**config.mk**
```make
export PLATFORM = sky130hd
export DESIGN_NAME = card_detect_filter
export DESIGN_NICKNAME = d
export VERILOG_FILES = /design/src/rtl/card_detect_filter.sv
export SDC_FILE = /design/constraint.sdc
export NUM_CORES = 1
export LEC_CHECK = 0
export BUFFER_PORTS_ARGS = -buffer_cell sky130_fd_sc_hd__buf_4
export CORE_MARGIN = 2
export CORE_UTILIZATION = 49
export DETAILED_ROUTE_END_ITERATION = 7
export PLACE_DENSITY = 0.73
export RECOVER_POWER = 50
export SLEW_MARGIN = 20
export SYNTH_ARGS = -nofsm -noshare
export SYNTH_HDL_FRONTEND = slang
export SYNTH_SLANG_ARGS = --single-unit
```
**constraint.sdc**
```tcl
create_clock -name clk -period 1.7 [get_ports clk]
set_clock_uncertainty 0.05 [all_clocks]
set_input_delay 0 -clock clk [delete_from_list [all_inputs] [get_ports clk]]
set_output_delay 0 -clock clk [all_outputs]
set_load 0.02 [all_outputs]
```
**src/rtl/card_detect_filter.sv**
```systemverilog
module card_detect_filter #(
  parameter int BASE_DIV = 128
) (
  input  logic       clk,
  input  logic       rst_n,
  input  logic       pin_raw,
  input  logic       eng_en,
  input  logic [1:0] deb_sel,
  input  logic       ins_pol,
  input  logic       auto_deact_en,
  input  logic       clr_ins,
  input  logic       clr_rem,
  output logic       pin_sync,
  output logic       ins_flag,
  output logic       rem_flag,
  output logic       cd_irq_stat,
  output logic       deact_req
);

  localparam int CNT_W = $clog2(BASE_DIV) + 1;

  logic             s1, s2, en_d, dlev, pend;
  logic [CNT_W-1:0] cnt;
  logic [1:0]       ph;
  logic [CNT_W-1:0] lim;
  logic             run, start, tick_rem, tick_ins, present, tick, differ, accept;

  assign lim      = CNT_W'(BASE_DIV) >> deb_sel;
  assign run      = eng_en & en_d;
  assign start    = eng_en & ~en_d;
  assign tick_rem = run & (cnt >= lim - 1'b1);
  assign tick_ins = tick_rem & (ph == 2'd2);
  assign present  = (dlev == ins_pol);
  assign tick     = present ? tick_rem : tick_ins;
  assign differ   = (s2 != dlev);
  assign accept   = tick & differ & pend;

  assign pin_sync    = s2;
  assign cd_irq_stat = ins_flag | rem_flag;

  always_ff @(posedge clk or negedge rst_n) begin
    if (!rst_n) begin
      s1 <= 1'b0;
      s2 <= 1'b0;
    end else begin
      s1 <= pin_raw;
      s2 <= s1;
    end
  end

  always_ff @(posedge clk or negedge rst_n) begin
    if (!rst_n) begin
      en_d <= 1'b0;
      cnt  <= '0;
      ph   <= '0;
    end else begin
      en_d <= eng_en;
      if (!run) begin
        cnt <= '0;
        ph  <= '0;
      end else if (tick_rem) begin
        cnt <= '0;
        ph  <= (ph == 2'd2) ? 2'd0 : ph + 2'd1;
      end else begin
        cnt <= cnt + 1'b1;
      end
    end
  end

  always_ff @(posedge clk or negedge rst_n) begin
    if (!rst_n) begin
      dlev <= 1'b0;
      pend <= 1'b0;
    end else if (start) begin
      dlev <= s2;
      pend <= 1'b0;
    end else if (tick) begin
      if (!differ) pend <= 1'b0;
      else if (pend) begin
        dlev <= s2;
        pend <= 1'b0;
      end else pend <= 1'b1;
    end
  end

  always_ff @(posedge clk or negedge rst_n) begin
    if (!rst_n) begin
      ins_flag  <= 1'b0;
      rem_flag  <= 1'b0;
      deact_req <= 1'b0;
    end else begin
      if (accept && !present) ins_flag <= 1'b1;
      else if (clr_ins)       ins_flag <= 1'b0;
      if (accept && present)  rem_flag <= 1'b1;
      else if (clr_rem)       rem_flag <= 1'b0;
      deact_req <= accept & present & auto_deact_en;
    end
  end

  AST_INS_STICKY: assert property (@(posedge clk) disable iff (!rst_n) ins_flag && !clr_ins |=> ins_flag);
  AST_REM_STICKY: assert property (@(posedge clk) disable iff (!rst_n) rem_flag && !clr_rem |=> rem_flag);
  AST_DEACT_ONE_CYCLE: assert property (@(posedge clk) disable iff (!rst_n) deact_req |=> !deact_req);
  AST_DEACT_WITH_REM: assert property (@(posedge clk) disable iff (!rst_n) deact_req |-> rem_flag && $past(auto_deact_en));
  AST_NO_EVENT_IDLE: assert property (@(posedge clk) disable iff (!rst_n) $rose(ins_flag) || $rose(rem_flag) |-> $past(eng_en));
  AST_SINGLE_EVENT: assert property (@(posedge clk) disable iff (!rst_n) !($rose(ins_flag) && $rose(rem_flag)));

endmodule

```
==> impl_results.md, run 1 <==
* RR Endpoint: dlev
* Reg2reg setup slack at 40 ps
* Hold Crit Depth at 6
* Routed wire length at roughly 2100 µm
* Vias in the first global route at 801
* Die ar. at 2345 µm²
* RePlAce Congestion at around 0.72
* CTS root buf: clkbuf_4
* Biggest regs: cnt (8), ph (2)
* Max-Cap Viols at 0
* Core footprint at between 1500 and 2000 µm²
* Hold worst-path end: ph[1]
* Syn avg cell area at between 10 and 15 µm²
* H-tree depth at 1
* Area Growth Syn to Fin at 40.10%
* Via count at around 770
* Drt via density at slightly below 5
* Ant. Diodes at 0
* Synth Flop Type: dfrtp_1
* Crit Path Class: reg2reg
* Worst Path Required at about 1800 ps
* Nature of the critical path startpoint: register
* Initial antenna violation count at 0
* Most common cell after layout, fill and taps aside: buf_4
* IO Pins at 15
* Gr usage total at 0.1896
* Avg WL per Cell at between 10 and 15 µm
* Clk_lat worst skew at between 200 and 300 ps
* HP Class: in2reg
* Pins Over Slew Limit at 0
* Worst Path Max Fanout at 3
* Worst Max-Slew Pin Slew at between 900 and 1000 ps
* Mapped Area at 967.2 µm²
* Sink count of the clock tree at 18
* Die height at 48.43 µm
* Initial Utilization at 0.5086
* Biggest register: cnt
* Highest Clock Rate at between 600 and 700 MHz
* Syn Nets at about 110
* DP Wirelength at ~1400 µm
* Routed Antenna Nets at 0
* P_leak at 0.5977 nW
* Fillers at 150
* Yosys warns at 0
* Sequential area share after synthesis at 0.4657
* Port Buffers at 14
* Most frequent cells in the layout: 25 x buf_4, 18 x dfrtp_1, 8 x nand2_1
* Die W at a little under 50 µm
* Status: finished clean
* Tcrit/Tclk final at 0.9778
* Number of flops mapped to enable cells by yosys at 0
* Core Util, Final at 0.7125
* First-pass detailed-route iteration total at 4
* Worst EP arrival at 1800 ps
* Critical hold path startpoint: deb_sel[0]
* CTS max path bufs at 2
* DRC at 0
* Site Rows at 16
* Post-synth ARST share at 1.000
* Cell Pwr Density at between 500 and 600 nW/µm²
* Setup violators final at 0
* Final Hold Vio Count at 0
* Largest register FFs at 8
* Largest net degree at the start of global routing at 19
* Global-route wire length before repair at 3456 µm
* Initial DRC Count at 18
* Final min period at roughly 1700 ps
* Worst hold slack at between 300 and 400 ps
* FF+latch count, synth at 18
* Max_slew headroom at 0.3431
* Unrepaired setup endpoints after global routing: true
* Clock-pin slew on the worst setup and hold paths at between 100 and 150 ps
* Layout cells sized above 1 at 0.3923
* Cells after Synth at 92
* Worst reg2reg startpoint: cnt[6]
* Congestion Overflow GR at 0
* CP Capture Type: register
* Distinct cells, synth at 33
* CTS tree: built
* FF-to-FF path depth at 6
* Layout Nets at between 100 and 150
* Max rail drop VDD at 0.5089 mV
* CTS buffer count at 3
-- where the power goes --
part / leakage [nW] / switching, mW / internal (mW)
logic: 0.335 / 0.0509 / 0.0489
clock network: 0.0210 / 0.136 / 0.130
registers: 0.242 / 0.00749 / 0.437
total: 0.598 / 0.194 / 0.616
-- metal layers --
| metal | track usage | part of all wire |
|---|---|---|
| met5 | 0 | 0 |
| met3 | 0.02160 | 0.022 |
| met2 | 0.3495 | 0.53 |
| met1 | 0.2323 | 0.44 |
| met4 | 0.05714 | 0.0043 |
-- how the worst max path moves through the flow --
stage	end	startpoint
6_report	dlev	cnt[6]
5_1_grt	dlev	cnt[5]
4_1_cts	dlev	cnt[7]
3_5_place_dp	dlev	cnt[7]
3_3_place_gp	cnt[2]	cnt[5]
2_1_floorplan	cnt[3]	cnt[5]
-- logic make-up after synthesis --
logic type | after synthesis | share of synthesized area
and+or+nand+nor | 35 | 0.1979
AOI/OAI and AO/OA | 18 | 0.1462
DFF | 18 | 0.4657
xor gates and xnor gates | 7 | 0.06339
adders and majority gates | 5 | 0.06468
buffers and inverters | 5 | 0.02716
muxes | 3 | 0.03105
other | 1 | 0.003877
-- synth_stat cells (all sizes together), types with 2 or more instances --
cell	n	share of area
nand3	4	0.026
nand2	8	0.031
nor2b	2	0.013
xor2	3	0.027
ha	5	0.065
nor2	13	0.076
nand2b	2	0.013
o21ai	3	0.016
dfrtp	18	0.47
mux2i	3	0.031
xnor2	4	0.036
inv	4	0.016
o22ai	3	0.026
a21oi	6	0.039
-- metrics by stage --
step | area [µm²] | total power [mW] | setup slack (ps) | TNS, ps | cells
global placement | 1155 | 0.5291 | -14.68 | -82.79 | 140
detailed placement | 1155 | 0.5320 | -88.66 | -295.5 | 140
finish | 1355 | 0.8100 | 37.76 | 0 | 157
global route | 1355 | 0.8452 | -49.37 | -120.1 | 157
floorplan | 967.2 | 0.4954 | 54.09 | 0 | 92
CTS | 1323 | 0.8152 | 8.922 | 0 | 155
-- critical path: stages (launching register included) --
cell and delay, ps:
dfrtp_1 400, ha_1 300, nand4_1 140, o22ai_2 170
buf_4 150, o211ai_4 70, a311o_1 270
-- area by class of cell --
class                           count  area [µm²]  area share
Timing Repair Buffer               35       284.0      0.2096
Tap cell                           27       33.78     0.02493
Multi-Input combinational cell     69       535.5      0.3952
Sequential cell                    18       450.4      0.3324
Inverter                            4       15.01     0.01108
Clock buffer                        4       36.28     0.02678
-- what timing repair did --
action | CTS | global route
endpoints found under the setup margin | 12 | 7
gates resized for setup | 4 | 3
hold buffers | 6 | 1
pin swaps | 6 | 2
endpoints found under the hold margin | 23 | 1
buffers inserted | 5 | 1
Power figures use the tool's default switching activity.
==> inputs of run 2 (changes only) <==
Settings changed: CORE_UTILIZATION 49 to 52, CTS_BUF_LIST from default to sky130_fd_sc_hd__clkbuf_8, PLACE_DENSITY 0.73 to 0.77.
==> impl_results.md, run 2 (same netlist as run 1, synthesis figures left out) <==
* Cell Pwr Density at 655.5 nW/µm² (was 597.7 nW/µm²)
* Placed cell count at 139 (was 140)
* CTS max path bufs at 2 (unchanged)
* Initial DRC Count at 12 (was 18)
* P_leak at 0.5999 nW (was 0.5977 nW)
* Tot Pwr at 0.9013 mW (was 0.8100 mW)
* CTS root buf: clkbuf_8 (was clkbuf_4)
* First-pass detailed-route iteration total at 4 (unchanged)
* Highest Clock Rate at 558.5 MHz (was 601.6 MHz)
* CP cell instances: ha_4 -> nand4_1 -> o22ai_2 -> buf_4 -> o211ai_4 -> a311o_1 (was ha_1 -> nand4_1 -> o22ai_2 -> buf_4 -> o211ai_4 -> a311o_1)
* CTS buffer count at 3 (unchanged)
* Port Buffers at 14 (unchanged)
* Site Rows at 15 (was 16)
* Sink count of the clock tree at 18 (unchanged)
* Register Area at 450.4 µm² (unchanged)
* Max rail drop VDD at 0.5528 mV (was 0.5089 mV)
* Drt via density at 5.247 (was 4.911)
* Worst Max-Slew Pin Slew at 955.8 ps (was 985.4 ps)
* Die ar. at 2221 µm² (was 2345 µm²)
* Max_slew headroom at 0.3628 (was 0.3431)
* Final Hold Vio Count at 0 (unchanged)
* Multi-input logic area at 553.0 µm² (was 535.5 µm²)
* IO Pins at 15 (unchanged)
* Slowest stage delay, CP at 430 ps (was 400 ps)
* Core footprint at 1745 µm² (was 1902 µm²)
* Status: complete, but fails checks (was finished clean)
* Global-route wire length before repair at 3560 µm (was 3456 µm)
* Failing checks: setup timing
* Via count at 808 (was 771)
* CTS tree: built (unchanged)
* Setup_tns at -140.6 ps (was 0 ps)
* Final worst slack at -90.65 ps (was 37.76 ps)
* Ant. Diodes at 0 (unchanged)
* Die height at 47.13 µm (was 48.43 µm)
* Biggest regs: cnt (8), ph (2) (unchanged)
* Nature of the critical path startpoint: register (unchanged)
* Area Growth Syn to Fin at 42.17% (was 40.10%)
* Setup violators final at 7 (was 0)
* Worst Path Max Fanout at 3 (unchanged)
* CP bufs+invs at 1 (unchanged)
* H-tree depth at 1 (unchanged)
* Worst EP arrival at 1880 ps (was 1800 ps)
* Die W at 47.13 µm (was 48.43 µm)
* Fin area at 1375 µm² (was 1355 µm²)
* Core Util, Final at 0.7878 (was 0.7125)
* Initial Utilization at 0.5541 (was 0.5086)
* Final min period at 1791 ps (was 1662 ps)
* Pins Over Slew Limit at 0 (unchanged)
* Layout cells sized above 1 at 0.4031 (was 0.3923)
* Largest net degree at the start of global routing at 19 (unchanged)
* Biggest register: cnt (unchanged)
* Tcrit/Tclk final at 1.053 (was 0.9778)
* Slowest CP cell: dfrtp_1 (unchanged)
* Top delay family on crit path: compound AO/OA/AOI/OAI gates (unchanged)
* Most frequent cells in the layout: 26 x buf_4, 18 x dfrtp_1, 8 x nand2_1 (was 25 x buf_4, 18 x dfrtp_1, 8 x nand2_1)
* RePlAce Congestion at 0.7831 (was 0.7242)
* CP Capture Type: register (unchanged)
* Layout Nets at 145 (was 146)
* Routed Antenna Nets at 0 (unchanged)
* Vias in the first global route at 830 (was 801)
* Worst Path Required at 1790 ps (was 1840 ps)
* Clk_lat worst skew at 260 ps (was 290 ps)
* Area after DPL at 1160 µm² (was 1155 µm²)
* Largest register FFs at 8 (unchanged)
* Count of non-filler cells in the finished layout at 154 (was 157)
* Unrepaired setup endpoints after global routing: true (unchanged)
* DP Wirelength at 1362 µm (was 1352 µm)
* Clock-pin slew on the worst setup and hold paths at 70 ps (was 110 ps)
* Most common cell after layout, fill and taps aside: buf_4 (unchanged)
* Initial antenna violation count at 0 (unchanged)
* Gr usage total at 0.2394 (was 0.1896)
* Fillers at 117 (was 150)
* Max-Cap Viols at 0 (unchanged)
* Avg WL per Cell at 14.33 µm (was 13.19 µm)
* Crit Path Class: reg2reg (unchanged)
* Congestion Overflow GR at 0 (unchanged)
* HP Class: in2reg (unchanged)
* Routed wire length at 2207 µm (was 2071 µm)
* DRC at 0 (unchanged)
-- run 2: changes by cell type in the layout (fill, tap and decap cells not counted) --
cell,before,now
nor2_4,1,2
clkbuf_4,3,0
o21ai_1,0,1
dlygate4sd3_1,7,6
ha_1,3,2
clkbuf_8,1,4
nor2_2,7,6
buf_4,25,26
buf_6,2,1
ha_4,2,3
o21ai_0,3,2
-- run 2: timing repair --
item	in CTS	in global routing
hold buffers	6	0
endpoints found under the setup margin	11	13
endpoints found under the hold margin	23	0
gates resized for setup	4	5
pin swaps	4	1
gates cloned	0	0
setup buffers	3	2
-- run 2: per-stage QoR --
stage / setup slack [ps] / hold slack, ps
floorplan: 54.09 / -345.6
global placement: -22.51 / -172.4
detailed placement: -41.67 / -167.9
CTS: 3.747 / 48.74
global route: -179.5 / 58.37
finish: -90.65 / 49.24
-- run 2: layer usage --
layer  track usage  vias up  wire, µm
li1              -      387         -
met1        0.2941      396       850
met2        0.4000       20      1226
met3       0.05000        5        85
met4        0.1167        0        44
met5             0        -         0
-- run 2: final cells by class --
cell class | count | share of cell area
clock buffers | 4 | 0.04004
inverters | 4 | 0.01092
multi-input cells | 69 | 0.4022
flip-flops and latches | 18 | 0.3276
well taps | 25 | 0.02275
repair buffers | 34 | 0.1965
-- run 2: worst paths after layout --
path / start / endpoint / slack [ps] / cells after the start
min in group asynchronous: rst_n / deact_req / 350 / 2
setup / recovery: cnt[7] / dlev / -90 / 6
hold reg to reg: s1 / pin_sync / 310 / 0
setup reg to reg: cnt[7] / dlev / -90 / 6
max in group asynchronous: rst_n / cnt[3] / 670 / 2
hold / removal: ins_pol / ins_flag / 50 / 3
-- run 2: power by group --
part           leakage (nW)  switching (mW)  total, mW  internal (mW)
Combinational         0.329          0.0518      0.100         0.0485
Clock                0.0288           0.150      0.356          0.206
Sequential            0.242         0.00816      0.445          0.437
Total                 0.600           0.210      0.901          0.692
-- run 2: worst register-to-register path, cell delays in order (launching register included) --
cell	delay, ps
dfrtp_1	430
ha_4	290
nand4_1	120
o22ai_2	210
buf_4	160
o211ai_4	80
a311o_1	340
==> inputs of run 3 (changes only) <==
Settings changed: BUFFER_PORTS_ARGS -buffer_cell sky130_fd_sc_hd__buf_4 to default, CORE_UTILIZATION 52 to 58, DONT_BUFFER_PORTS from default to 1, PLACE_DENSITY 0.77 to 0.76, SETUP_SLACK_MARGIN from default to 0.15.
==> impl_results.md, run 3 (same netlist as run 1, synthesis figures left out) <==
* Status: finished clean (was complete, but fails checks)
* Sink count of the clock tree at 18 (unchanged)
* Largest register FFs at 8 (unchanged)
* CTS max path bufs at 2 (unchanged)
* Combinational fraction of design power at 0.095 (was 0.111)
* RePlAce Congestion at 0.8039 (was 0.7831)
* Worst EP arrival at 1780 ps (was 1880 ps)
* Initial Utilization at 0.6274 (was 0.5541)
* Count of non-filler cells in the finished layout at 127 (was 154)
* Slowest CP cell: dfrtp_1 (unchanged)
* Vias in the first global route at 733 (was 830)
* Area after DPL at 1031 µm² (was 1160 µm²)
* Worst Max-Slew Pin Slew at 803.9 ps (was 955.8 ps)
* Port Buffers at 0 (was 14)
* Ant. Diodes at 0 (unchanged)
* Worst reg2reg startpoint: cnt[4] (was cnt[7])
* Via count at 714 (was 808)
* DRC at 0 (unchanged)
* Area Growth Syn to Fin at 27.94% (was 42.17%)
* Multi-input logic area at 555.5 µm² (was 553.0 µm²)
* Sw frac at 0.2287 (was 0.2325)
* Routed wire length at 1987 µm (was 2207 µm)
* H-tree depth at 1 (unchanged)
* Worst hold slack at 217.7 ps (was 49.24 ps)
* Worst Path Max Fanout at 8 (was 3)
* Final Hold Vio Count at 0 (unchanged)
* Cell Pwr Density at 712.6 nW/µm² (was 655.5 nW/µm²)
* Global-route wire length before repair at 3194 µm (was 3560 µm)
* Gr usage total at 0.2256 (was 0.2394)
* Fillers at 99 (was 117)
* Clock-pin slew on the worst setup and hold paths at 70 ps (about the same)
* Avg WL per Cell at 15.65 µm (was 14.33 µm)
* Largest net degree at the start of global routing at 19 (unchanged)
* Congestion Overflow GR at 0 (unchanged)
* CP Capture Type: register (unchanged)
* P_sw at 0.2016 mW (was 0.2095 mW)
* Pins Over Slew Limit at 0 (unchanged)
* Die W at 44.84 µm (was 47.13 µm)
* Most common cell after layout, fill and taps aside: dfrtp_1 (was buf_4)
* Slowest stage delay, CP at 390 ps (was 430 ps)
* Setup_tns at 0 ps (was -140.6 ps)
* Final worst slack at 64.45 ps (was -90.65 ps)
* Most frequent cells in the layout: 18 x dfrtp_1, 8 x nand2_1, 8 x buf_4 (was 26 x buf_4, 18 x dfrtp_1, 8 x nand2_1)
* Site Rows at 14 (was 15)
* Die height at 44.84 µm (was 47.13 µm)
* Crit path from: cnt[4] (was cnt[7])
* Core footprint at 1541 µm² (was 1745 µm²)
* Max rail drop VDD at 0.7846 mV (was 0.5528 mV)
* Placed cell count at 111 (was 139)
* IO Pins at 15 (unchanged)
* Worst Path Required at 1850 ps (was 1790 ps)
* FF-to-FF path depth at 6 (unchanged)
* First-pass detailed-route iteration total at 4 (unchanged)
* Clock group share of total power at 0.398 (was 0.395)
* Highest Clock Rate at 611.4 MHz (was 558.5 MHz)
* Drt via density at 5.622 (was 5.247)
* CTS tree: built (unchanged)
* CTS root buf: clkbuf_8 (unchanged)
* CP cell instances: ha_1 -> a21oi_4 -> o22ai_2 -> or3_1 -> buf_6 -> nor2_2 (was ha_4 -> nand4_1 -> o22ai_2 -> buf_4 -> o211ai_4 -> a311o_1)
* Initial DRC Count at 8 (was 12)
* Die ar. at 2010 µm² (was 2221 µm²)
* Tcrit/Tclk final at 0.9621 (was 1.053)
* DP Wirelength at 1209 µm (was 1362 µm)
* Int Power at 0.6802 mW (was 0.6918 mW)
* Biggest regs: cnt (8), ph (2) (unchanged)
* P_leak at 0.5213 nW (was 0.5999 nW)
* Routed Antenna Nets at 0 (unchanged)
* Clk_lat worst skew at 250 ps (was 260 ps)
* Max_slew headroom at 0.4623 (was 0.3628)
* Core Util, Final at 0.8028 (was 0.7878)
* Layout cells sized above 1 at 0.3243 (was 0.4031)
* Tot Pwr at 0.8818 mW (was 0.9013 mW)
* Setup violators final at 0 (was 7)
* Final min period at 1636 ps (was 1791 ps)
* Max-Cap Viols at 0 (unchanged)
* CTS buffer count at 3 (unchanged)
* Fin area at 1237 µm² (was 1375 µm²)
* Layout Nets at 127 (was 145)
* Crit Path Class: reg2reg (unchanged)
* HP Class: in2async (was in2reg)
* Biggest register: cnt (unchanged)
* Worst Setup Slack post-DPL at 10.15 ps (was -41.67 ps)
* Unrepaired setup endpoints after global routing: true (unchanged)
* Nature of the critical path startpoint: register (unchanged)
* Sequential fraction of design power at 0.507 (was 0.494)
* Register Area at 450.4 µm² (unchanged)
* Initial antenna violation count at 0 (unchanged)
run 3: cell type report:
type / instances / share of cell area
multi-input combinational: 69 / 0.4489
sequential: 18 / 0.3640
timing repair buffer: 16 / 0.1143
clock buffer: 4 / 0.04449
tap: 16 / 0.01618
inverter: 4 / 0.01213
run 3: worst max-delay path, delay by kind of cell (launching register included):
kind                     cells  cell delay, ps
flip-flops                   1             390
adder cells (fa/ha/maj)      1             230
buffers and inverters        1             160
AO/OA/AOI/OAI                2             310
AND/OR/NAND/NOR              2             440
run 3: final timing paths:
path                                 end  slack, ps
worst max register to register    cnt[2]         60
max in group asynchronous          ph[0]        870
worst max-delay path              cnt[2]         60
worst min register to register  pin_sync        310
worst min-delay path              cnt[3]        220
min in group clk                   ph[1]        220
run 3: power by group through the flow:
stage / registers, mW / logic (mW) / clock network (mW)
global route: 0.448 / 0.0910 / 0.369
finish: 0.447 / 0.0838 / 0.351
CTS: 0.447 / 0.0785 / 0.350
detailed placement: 0.454 / 0.0520 / 0
floorplan: 0.452 / 0.0453 / 0
global placement: 0.454 / 0.0499 / 0
run 3: routing by layer:
metal / track usage / vias up / wire length [µm]
li1: - / 353 / -
met1: 0.2955 / 347 / 913
met3: 0.05600 / 2 / 65
met2: 0.3652 / 12 / 998
met5: 0 / - / 0
met4: 0.08235 / 0 / 9
run 3: what timing repair did:
action	in CTS	in global routing
setup endpoints to repair	11	15
cloned	0	0
hold buffers	7	0
hold endpoints to repair	26	0
buffers inserted	3	2
pin swaps	4	3
resized for setup	3	4
